### src/rtl/degap_pkg.sv
package degap_pkg;

  localparam int NUM_SYNC = 2;

  typedef enum int {
    SYNC_LINE  = 0,
    SYNC_FRAME = 1
  } sync_kind_e;

  // Threshold pair is usable: line threshold above one and below frame threshold.
  function automatic logic pair_valid(input logic [31:0] h_thr, input logic [31:0] v_thr);
    return (h_thr > 32'd1) && (h_thr < v_thr);
  endfunction

  // Next gap count: clear on active pixel, otherwise count up and hold at ceiling.
  function automatic logic [31:0] next_gap(input logic [31:0] cur, input logic [31:0] ceiling,
                                           input logic de);
    if (de) return 32'd0;
    if (cur == ceiling) return ceiling;
    return cur + 32'd1;
  endfunction

  // The count advances into the threshold value on this sample.
  function automatic logic reaches(input logic [31:0] cur, input logic [31:0] ceiling,
                                   input logic de, input logic [31:0] thr);
    return !de && (cur != ceiling) && ((cur + 32'd1) == thr);
  endfunction

endpackage

### src/rtl/degap_gap_counter.sv
module degap_gap_counter #(
  parameter int CNT_W = 16
) (
  input  logic             clk,
  input  logic             rst_n,
  input  logic             de_in,
  output logic [CNT_W-1:0] gap_cnt,
  output logic             cnt_advances
);
  localparam logic [CNT_W-1:0] CNT_CEIL = '1;

  logic [CNT_W-1:0] cnt_nxt;

  always_comb begin
    cnt_nxt      = CNT_W'(degap_pkg::next_gap(32'(gap_cnt), 32'(CNT_CEIL), de_in));
    cnt_advances = !de_in && (gap_cnt != CNT_CEIL);
  end

  always_ff @(posedge clk or negedge rst_n) begin
    if (!rst_n) gap_cnt <= '0;
    else        gap_cnt <= cnt_nxt;
  end
endmodule

### src/rtl/degap_thresh_pulse.sv
module degap_thresh_pulse #(
  parameter int CNT_W = 16
) (
  input  logic             clk,
  input  logic             rst_n,
  input  logic             de_in,
  input  logic             enable,
  input  logic [CNT_W-1:0] gap_cnt,
  input  logic [CNT_W-1:0] threshold,
  output logic             hit,
  output logic             pulse
);
  localparam logic [CNT_W-1:0] CNT_CEIL = '1;

  always_comb begin
    hit = enable && degap_pkg::reaches(32'(gap_cnt), 32'(CNT_CEIL), de_in, 32'(threshold));
  end

  always_ff @(posedge clk or negedge rst_n) begin
    if (!rst_n) pulse <= 1'b0;
    else        pulse <= hit;
  end
endmodule

### src/rtl/degap_cfg_check.sv
module degap_cfg_check #(
  parameter int CNT_W = 16
) (
  input  logic             clk,
  input  logic             rst_n,
  input  logic [CNT_W-1:0] hgap_len,
  input  logic [CNT_W-1:0] vgap_len,
  output logic             cfg_ok,
  output logic             cfg_err
);
  always_comb begin
    cfg_ok = degap_pkg::pair_valid(32'(hgap_len), 32'(vgap_len));
  end

  always_ff @(posedge clk or negedge rst_n) begin
    if (!rst_n) cfg_err <= 1'b0;
    else        cfg_err <= !cfg_ok;
  end
endmodule

### src/rtl/degap_align.sv
module degap_align #(
  parameter int DATA_W = 24
) (
  input  logic              clk,
  input  logic              rst_n,
  input  logic              de_in,
  input  logic [DATA_W-1:0] data_in,
  output logic              de_out,
  output logic [DATA_W-1:0] data_out
);
  always_ff @(posedge clk or negedge rst_n) begin
    if (!rst_n) begin
      de_out   <= 1'b0;
      data_out <= '0;
    end else begin
      de_out   <= de_in;
      data_out <= data_in;
    end
  end
endmodule

### src/rtl/degap_sync_regen.sv
module degap_sync_regen #(
  parameter int DATA_W = 24,
  parameter int CNT_W  = 16
) (
  input  logic              clk,
  input  logic              rst_n,
  input  logic              de_in,
  input  logic [DATA_W-1:0] data_in,
  input  logic [CNT_W-1:0]  hgap_len,
  input  logic [CNT_W-1:0]  vgap_len,
  output logic              de_out,
  output logic [DATA_W-1:0] data_out,
  output logic              hsync_out,
  output logic              vsync_out,
  output logic              cfg_err
);
  import degap_pkg::*;

  // Named internal events, brought out for the checker.
  logic [CNT_W-1:0] gap_cnt;
  logic             cnt_advances;
  logic             cfg_ok;
  logic [CNT_W-1:0] thr   [NUM_SYNC];
  logic             hits  [NUM_SYNC];
  logic             pulses[NUM_SYNC];

  assign thr[SYNC_LINE]  = hgap_len;
  assign thr[SYNC_FRAME] = vgap_len;

  degap_cfg_check #(.CNT_W(CNT_W)) u_cfg (
    .clk(clk), .rst_n(rst_n), .hgap_len(hgap_len), .vgap_len(vgap_len),
    .cfg_ok(cfg_ok), .cfg_err(cfg_err)
  );

  degap_gap_counter #(.CNT_W(CNT_W)) u_cnt (
    .clk(clk), .rst_n(rst_n), .de_in(de_in),
    .gap_cnt(gap_cnt), .cnt_advances(cnt_advances)
  );

  for (genvar k = 0; k < NUM_SYNC; k++) begin : g_sync
    degap_thresh_pulse #(.CNT_W(CNT_W)) u_pulse (
      .clk(clk), .rst_n(rst_n), .de_in(de_in), .enable(cfg_ok),
      .gap_cnt(gap_cnt), .threshold(thr[k]),
      .hit(hits[k]), .pulse(pulses[k])
    );
  end

  assign hsync_out = pulses[SYNC_LINE];
  assign vsync_out = pulses[SYNC_FRAME];

  degap_align #(.DATA_W(DATA_W)) u_align (
    .clk(clk), .rst_n(rst_n), .de_in(de_in), .data_in(data_in),
    .de_out(de_out), .data_out(data_out)
  );
endmodule

### config.mk
export PLATFORM = sky130hd
export DESIGN_NAME = degap_sync_regen
export DESIGN_NICKNAME = d
export VERILOG_FILES = /design/src/rtl/degap_pkg.sv /design/src/rtl/degap_gap_counter.sv /design/src/rtl/degap_thresh_pulse.sv /design/src/rtl/degap_cfg_check.sv /design/src/rtl/degap_align.sv /design/src/rtl/degap_sync_regen.sv
export SDC_FILE = /design/constraint.sdc
export NUM_CORES = 1
export LEC_CHECK = 0
export BUFFER_PORTS_ARGS = -buffer_cell sky130_fd_sc_hd__buf_2
export CAP_MARGIN = 20
export CORE_MARGIN = 5
export CORE_UTILIZATION = 44
export DETAILED_ROUTE_END_ITERATION = 7
export MAX_ROUTING_LAYER = met4
export PLACE_DENSITY = 0.78
export SETUP_SLACK_MARGIN = 0.05
export SYNTH_ARGS = -nofsm -noshare
export SYNTH_HDL_FRONTEND = slang
export SYNTH_SLANG_ARGS = --single-unit
export TNS_END_PERCENT = 20
### constraint.sdc
create_clock -name clk -period 3 [get_ports clk]
set_clock_uncertainty 0.1 [all_clocks]
set_input_delay 0.15 -clock clk [delete_from_list [all_inputs] [get_ports clk]]
set_output_delay 0.15 -clock clk [all_outputs]
set_load 0.05 [all_outputs]
After elaboration in Yosys (flattened, before gate mapping)
Cells that the tools add are included.
{ "op_classes": {"n_mux": 7, "n_lt_le_gt_ge": 2, "add_sub_neg": 1, "n_reduce_logical": 8, "n_eq_ne": 4} }
{ "ops": {"columns": ["cell", "count"], "rows": [
  ["16-bit 2-to-1 mux", 4],
  ["17-bit by 16-bit equality test with 1-bit output", 2],
  ["16-bit by 1-bit adder with 17-bit output (second input constant)", 1],
  ["16-bit equality test (second input constant)", 1],
  ["16-bit by 1-bit greater-than comparator with 1-bit output (second input constant)", 1],
  ["16-bit < comparator", 1],
  ["16-bit inequality test (second input constant)", 1],
  ["1-bit logical AND", 6],
  ["1-bit 2-to-1 mux", 3],
  ["1-bit zero test", 2]
]} }
{ "totals": {"input_bits": 59, "out_inout_bits": 28, "wordCells": 28, "reg_bits": 44} }

Longest topological paths before layout
{ "depth": {"depth_word": 5, "ltp_mapped": 9, "mapped_depth_nobuf": 8} }

Hierarchy
Synthesis repeated with hierarchy kept, for this count alone.
{ "hier_totals": {"cells_unflattened": 339, "hier_area_um2": 3299.4} }
{ "modules_own_cells": {"columns": ["module", "area_per_inst_um2", "cells_each", "n_inst", "seq_area_each_um2"], "rows": [
  ["degap_thresh_pulse", 683.2, 86, 2, 25.0],
  ["degap_gap_counter", 864.6, 83, 1, 400.4],
  ["degap_align", 625.6, 25, 1, 625.6],
  ["degap_cfg_check", 442.9, 59, 1, 25.0]
]} }

Least setup slack after synthesis
Ideal clock, no wire load.
{ "synth_path": {"path_kind": "register to register", "from": "reg u_cnt.gap_cnt[0]", "to": "reg g_sync[0].u_pulse.pulse", "setup_slack_ns": 0.846, "n_path_buf": 2, "required_ns": 2.804, "period_less_slack_ns": 2.154, "setup_time_ns": 0.096, "path_stages_with_launch": 9, "t_arrival_ns": 1.959, "cell_sequence": "dfrtp_1 ha_1 buf_4 nand3_2 or3_1 buf_2 a221oi_2 nand4_1 nor4_2"} }
{ "synth_between": {"elab_chain_cells": 4, "word_cells_on_any_way": 6, "cone_classes": "add/sub (1); eq/ne (2); reduce/logical (3)"} }
{ "synth_lines": {"columns": ["element", "line_no", "source"], "rows": [
  ["from (decl)", "degap_gap_counter.sv:7", "output logic [CNT_W-1:0] gap_cnt,"],
  ["from (signal assigned)", "degap_gap_counter.sv:21", "else gap_cnt <= cnt_nxt;"],
  ["16-bit by 1-bit adder with 17-bit output or 16-bit inequality test (tied branches)", "degap_pkg.sv:26", "return !de && (cur != ceiling) && ((cur + 32'd1) == thr);"],
  ["17-bit by 16-bit equality test with 1-bit output or 1-bit logical AND (tied branches)", null, null],
  ["1-bit logical AND (*)", "degap_pkg.sv:26", null],
  ["1-bit logical AND (*)", "degap_thresh_pulse.sv:16", "hit = enable && degap_pkg::reaches(32'(gap_cnt), 32'(CNT_CEIL), de_in, 32'(threshold));"],
  ["via g_sync[0].u_pulse.hit", "degap_thresh_pulse.sv:10", "output logic hit,"],
  ["to (signal assigned)", "degap_thresh_pulse.sv:21", "else pulse <= hit;"],
  ["to (decl)", "degap_thresh_pulse.sv:11", "output logic pulse"]
]} }
The timed path passes the listed nets; every way through them passes the cells marked *.

Final worst setup path
{ "layout_path": {"from": "reg u_cnt.gap_cnt[0]", "to": "reg g_sync[1].u_pulse.pulse"} }
{ "layout_between": {"elab_chain_cells": 4, "word_cells_on_any_way": 6, "cone_classes": "add/sub (1); eq/ne (2); reduce/logical (3)"} }
{ "layout_lines": {"columns": ["element", "line_no"], "rows": [
  ["16-bit by 1-bit adder with 17-bit output or 16-bit inequality test (tied branches)", "degap_pkg.sv:26"],
  ["17-bit by 16-bit equality test with 1-bit output or 1-bit logical AND (tied branches)", null],
  ["1-bit logical AND (*)", "degap_pkg.sv:26"],
  ["1-bit logical AND (*)", "degap_thresh_pulse.sv:16"],
  ["via g_sync[1].u_pulse.hit", "degap_thresh_pulse.sv:10"],
  ["to (signal assigned)", "degap_thresh_pulse.sv:21"],
  ["to (decl)", "degap_thresh_pulse.sv:11"]
]} }
Marks and branches as above.

==> flow_metrics.py <==
metrics = {
    "power": {
        "combinational_cell_fraction_of_total_power_pct": 23.7,
        "clkPwrFrac_pct": 29.1,
        "switching_power_mw": 0.381,
        "sw_frac_of_total_pct": 28.8,
        "cellPowerDensity_nw_per_um2": 347,
        "internal_power_mw": 0.944,
        "power_leakage_nw": 1.71,
        "peakVddDrop_v": 0.000307,
        "seqPwrFrac_pct": 47.2,
        "power_mw": 1.32,
    },
    "floorplan": {
        "fp-row-count": 30,
        "die-height_um": 93.2,
        "chipWidth_um": 93.2,
        "floorplan_core_area_um2": 6760,
        "initial_utilization_pct": 45.1,
        "ioPinCount": 87,
        "floorplan.die_area_um2": 8690,
    },
    "placement": {
        "place_ws_ns": 0.269,
        "routabilityCongestion": 0.931,
        "dp.final_hpwl_mm": 6.54,
        "dpl.cell_count": 462,
        "instance_area_at_placement_um2": 3470,
        "port_buffers": 86,
    },
    "logic_synthesis": {
        "synth_top_area_cell": "sky130_fd_sc_hd__dfrtp_1",
        "synth-warning-count": 0,
        "post_synth.cell_area_avg_um2": 9.70,
        "synthTopCellsByArea": "sky130_fd_sc_hd__dfrtp_1 36%, sky130_fd_sc_hd__xnor2_1 6.6%, sky130_fd_sc_hd__ha_1 6.6%, sky130_fd_sc_hd__a21oi_1 3.8%, sky130_fd_sc_hd__xor2_1 3.4%",
        "asyncSetResetFlopFracSynth_pct": 100,
        "nets_in_the_synthesized_netlist": 389,
        "synth_seq_area_share_pct": 36.1,
        "synth-seq-cells": 44,
        "syn-instance-count": 314,
        "synth_unique_cells": 67,
        "synth_area_um2": 3050,
        "yosysTopAreaCellShare_pct": 36.1,
        "number_of_enable_flip_flop_cells_after_synthesis": 0,
        "synth_top_flop_cell": "sky130_fd_sc_hd__dfrtp_1",
    },
    "drt": {
        "vias": 2719,
        "ant_nets": 0,
        "wl_per_cell_um": 16.8,
        "post_drt_via_cell_ratio": 5.50,
        "drt-initial-drc-count": 176,
        "route.final.wire_length_mm": 8.30,
        "detailedRoute.firstPassIterationCount": 4,
        "remaining_drc_errors": 0,
    },
    "global_routing": {
        "wire_length_of_the_first_global_routing_pass_mm": 13.6,
        "antenna_found_initial": 0,
        "grt_start_max_net_pins": 45,
        "grt.overflow.total": 0,
        "groute.usage.overall_pct": 20.3,
        "grt_pass1_vias": 2722,
    },
    "clock_tree": {
        "clkSlewWorstSetupHoldPaths_ns": 0.08,
        "clock_sinks": 44,
        "clockRootBuffer": "sky130_fd_sc_hd__clkbuf_8",
        "tritoncts.num_buffers": 5,
        "cts_tree": "yes",
        "clock_tree.htree_level_count": 2,
        "maximum_number_of_buffers_from_clock_root_to_sink": 2,
        "insertion_delay_ns": 0.28,
    },
    "cells_and_area": {
        "nets_finish": 489,
        "final-instance-count-excl-fill": 494,
        "layout-drive-gt1-share_pct": 27.8,
        "antenna_cells_inserted": 0,
        "area_growth_syn_to_layout_pct": 25.3,
        "layout.filler_cells": 609,
        "finalInstanceArea_um2": 3820,
        "layout.core_utilization_pct": 56.5,
    },
    "timing": {
        "final_layout_worst_hold_slack_ns": 0.0602,
        "slew_viol_final": 0,
        "max_slew.worst_pin.slew_ns": 0.930,
        "fin_ws_ns": 0.214,
        "unrepaired_setup_endpoints_after_global_routing": "true",
        "fin_crit_ns": 2.79,
        "number_of_hold_slack_violations_in_the_final_timing_report": 0,
        "max-slew-margin-rel_pct": 38.0,
        "setup-violations-final": 0,
        "totalNegativeSetupSlack_ns": 0,
        "fmax_mhz": 359,
        "layout_worst_path_cycle_share_pct": 92.9,
    },
    "critical_path": {
        "worstPathRequired_ns": 3.06,
        "crit_arrival_ns": 2.85,
        "worstSetupEndpointType": "flip-flop",
        "max_stage_delay_ns": 0.55,
        "critPathKind": "flip-flop to flip-flop",
        "crit_slowest_cell": "sky130_fd_sc_hd__nor4_4",
        "path_max_fanout": 9,
        "crit_chain": "ha_1, nand3_2, nor4_4, xor2_1, o21ai_0, o211ai_1, nor4_1",
        "timing.critical_path.from_type": "flip-flop",
    },
    "outcome": {
        "run_status": "finished, final reports clean",
    },
    "worst_hold_path": {
        "holdCritPathClass": "input pin to flip-flop",
    },
    "flow_run": {
        "max_cap_viol_count": 0,
    },
}
## worst max-delay path: cells and delay by family, from the launching register on
family / cells / cell delay, ns
adders and majority gates: 1 / 0.44
and+or+nand+nor: 3 / 1.07
AOI/OAI and AO/OA: 2 / 0.48
xor gates and xnor gates: 1 / 0.11
DFF: 1 / 0.46
## cells in the final DEF (no fill, tap or decap), drive strengths merged, types with 4 or more instances in the layout
master,instances
a2111oi,4
a21oi,23
and2,4
and3,8
buf,88
clkbuf,7
dfrtp,44
dlygate4sd3,25
ha,16
inv,22
mux2i,4
nand2,12
nand3,10
nand4,9
nor2,11
nor3,11
nor4,12
o211ai,7
o21ai,13
or3,4
xnor2,23
xor2,12
## cells in the mapped netlist, types with 8 or more instances
| cell type | instances |
|---|---|
| sky130_fd_sc_hd__nor4_1 | 10 |
| sky130_fd_sc_hd__nand4_1 | 8 |
| sky130_fd_sc_hd__dfrtp_1 | 44 |
| sky130_fd_sc_hd__nand2_1 | 12 |
| sky130_fd_sc_hd__xor2_1 | 12 |
| sky130_fd_sc_hd__inv_1 | 22 |
| sky130_fd_sc_hd__a21oi_1 | 23 |
| sky130_fd_sc_hd__nor2_1 | 11 |
| sky130_fd_sc_hd__ha_1 | 16 |
| sky130_fd_sc_hd__nor3_1 | 8 |
| sky130_fd_sc_hd__o21ai_0 | 13 |
| sky130_fd_sc_hd__xnor2_1 | 23 |
## registers in the layout, indices dropped and copies added, names as in the netlist
| register | count |
|---|---|
| u_cnt.gap_cnt | 16 |
| g_sync.u_pulse.pulse | 2 |
| u_cfg.cfg_err | 1 |
| u_align.data_out | 24 |
| u_align.de_out | 1 |
## metal layers
metal  track usage, %  up-vias  wire [um]
met1             26.3     1285       3610
met3             3.14        8        439
met5                -        -          0
met4             4.27        0         82
li1                 -     1339          -
met2             33.7       87       4160
## timing repair
action | 4_1_cts | 5_1_grt
hold buffers | 25 | 0
buffers inserted | 0 | 0
endpoints found under the hold margin | 68 | 0
setup endpoints to repair | 0 | 2
resized for setup | 0 | 1
## cell families (layout without fill, tap and decap cells)
| family | Yosys count | in the layout | synth area share (%) |
|---|---|---|---|
| AND/OR/NAND/NOR | 97 | 97 | 20.2 |
| AO/OA/AOI/OAI | 74 | 74 | 17.6 |
| flip-flops | 44 | 44 | 36.1 |
| buffers and inverters | 42 | 142 | 6.69 |
| XOR/XNOR | 37 | 37 | 11.5 |
| adder cells (fa/ha/maj) | 16 | 16 | 6.57 |
| multiplexers | 4 | 4 | 1.31 |
## area by class of cell
cell class	instances	area [um2]	share of cell area (%)
Inverter	22	82.6	2.16
Multi-Input combinational cell	228	1740	45.6
Timing Repair Buffer	113	696	18.2
Clock buffer	7	96.3	2.52
Tap cell	80	100	2.62
Sequential cell	44	1100	28.8
## power by group through the flow
stage / Combinational [mW] / Clock, mW / Sequential, mW
finish: 0.315 / 0.385 / 0.625
global route: 0.343 / 0.433 / 0.628
CTS: 0.317 / 0.402 / 0.625
detailed placement: 0.290 / 0 / 0.637
global placement: 0.287 / 0 / 0.635
floorplan: 0.111 / 0 / 0.703
## final timing paths
path / from / to / slack [ns] / cells after the start
min: de_in / u_align.de_out$_DFF_PN0_ / 0.06 / 1
min in group asynchronous: rst_n / u_cnt.gap_cnt[0]$_DFF_PN0_ / 0.44 / 2
max: u_cnt.gap_cnt[0]$_DFF_PN0_ / g_sync[1].u_pulse.pulse$_DFF_PN0_ / 0.21 / 7
max in group asynchronous: rst_n / u_align.data_out[4]$_DFF_PN0_ / 1.78 / 2
max reg2reg: u_cnt.gap_cnt[0]$_DFF_PN0_ / g_sync[1].u_pulse.pulse$_DFF_PN0_ / 0.21 / 7
min reg2reg: u_cnt.gap_cnt[0]$_DFF_PN0_ / u_cnt.gap_cnt[0]$_DFF_PN0_ / 0.50 / 1
No activity file was read; power rests on OpenSTA's default activity.
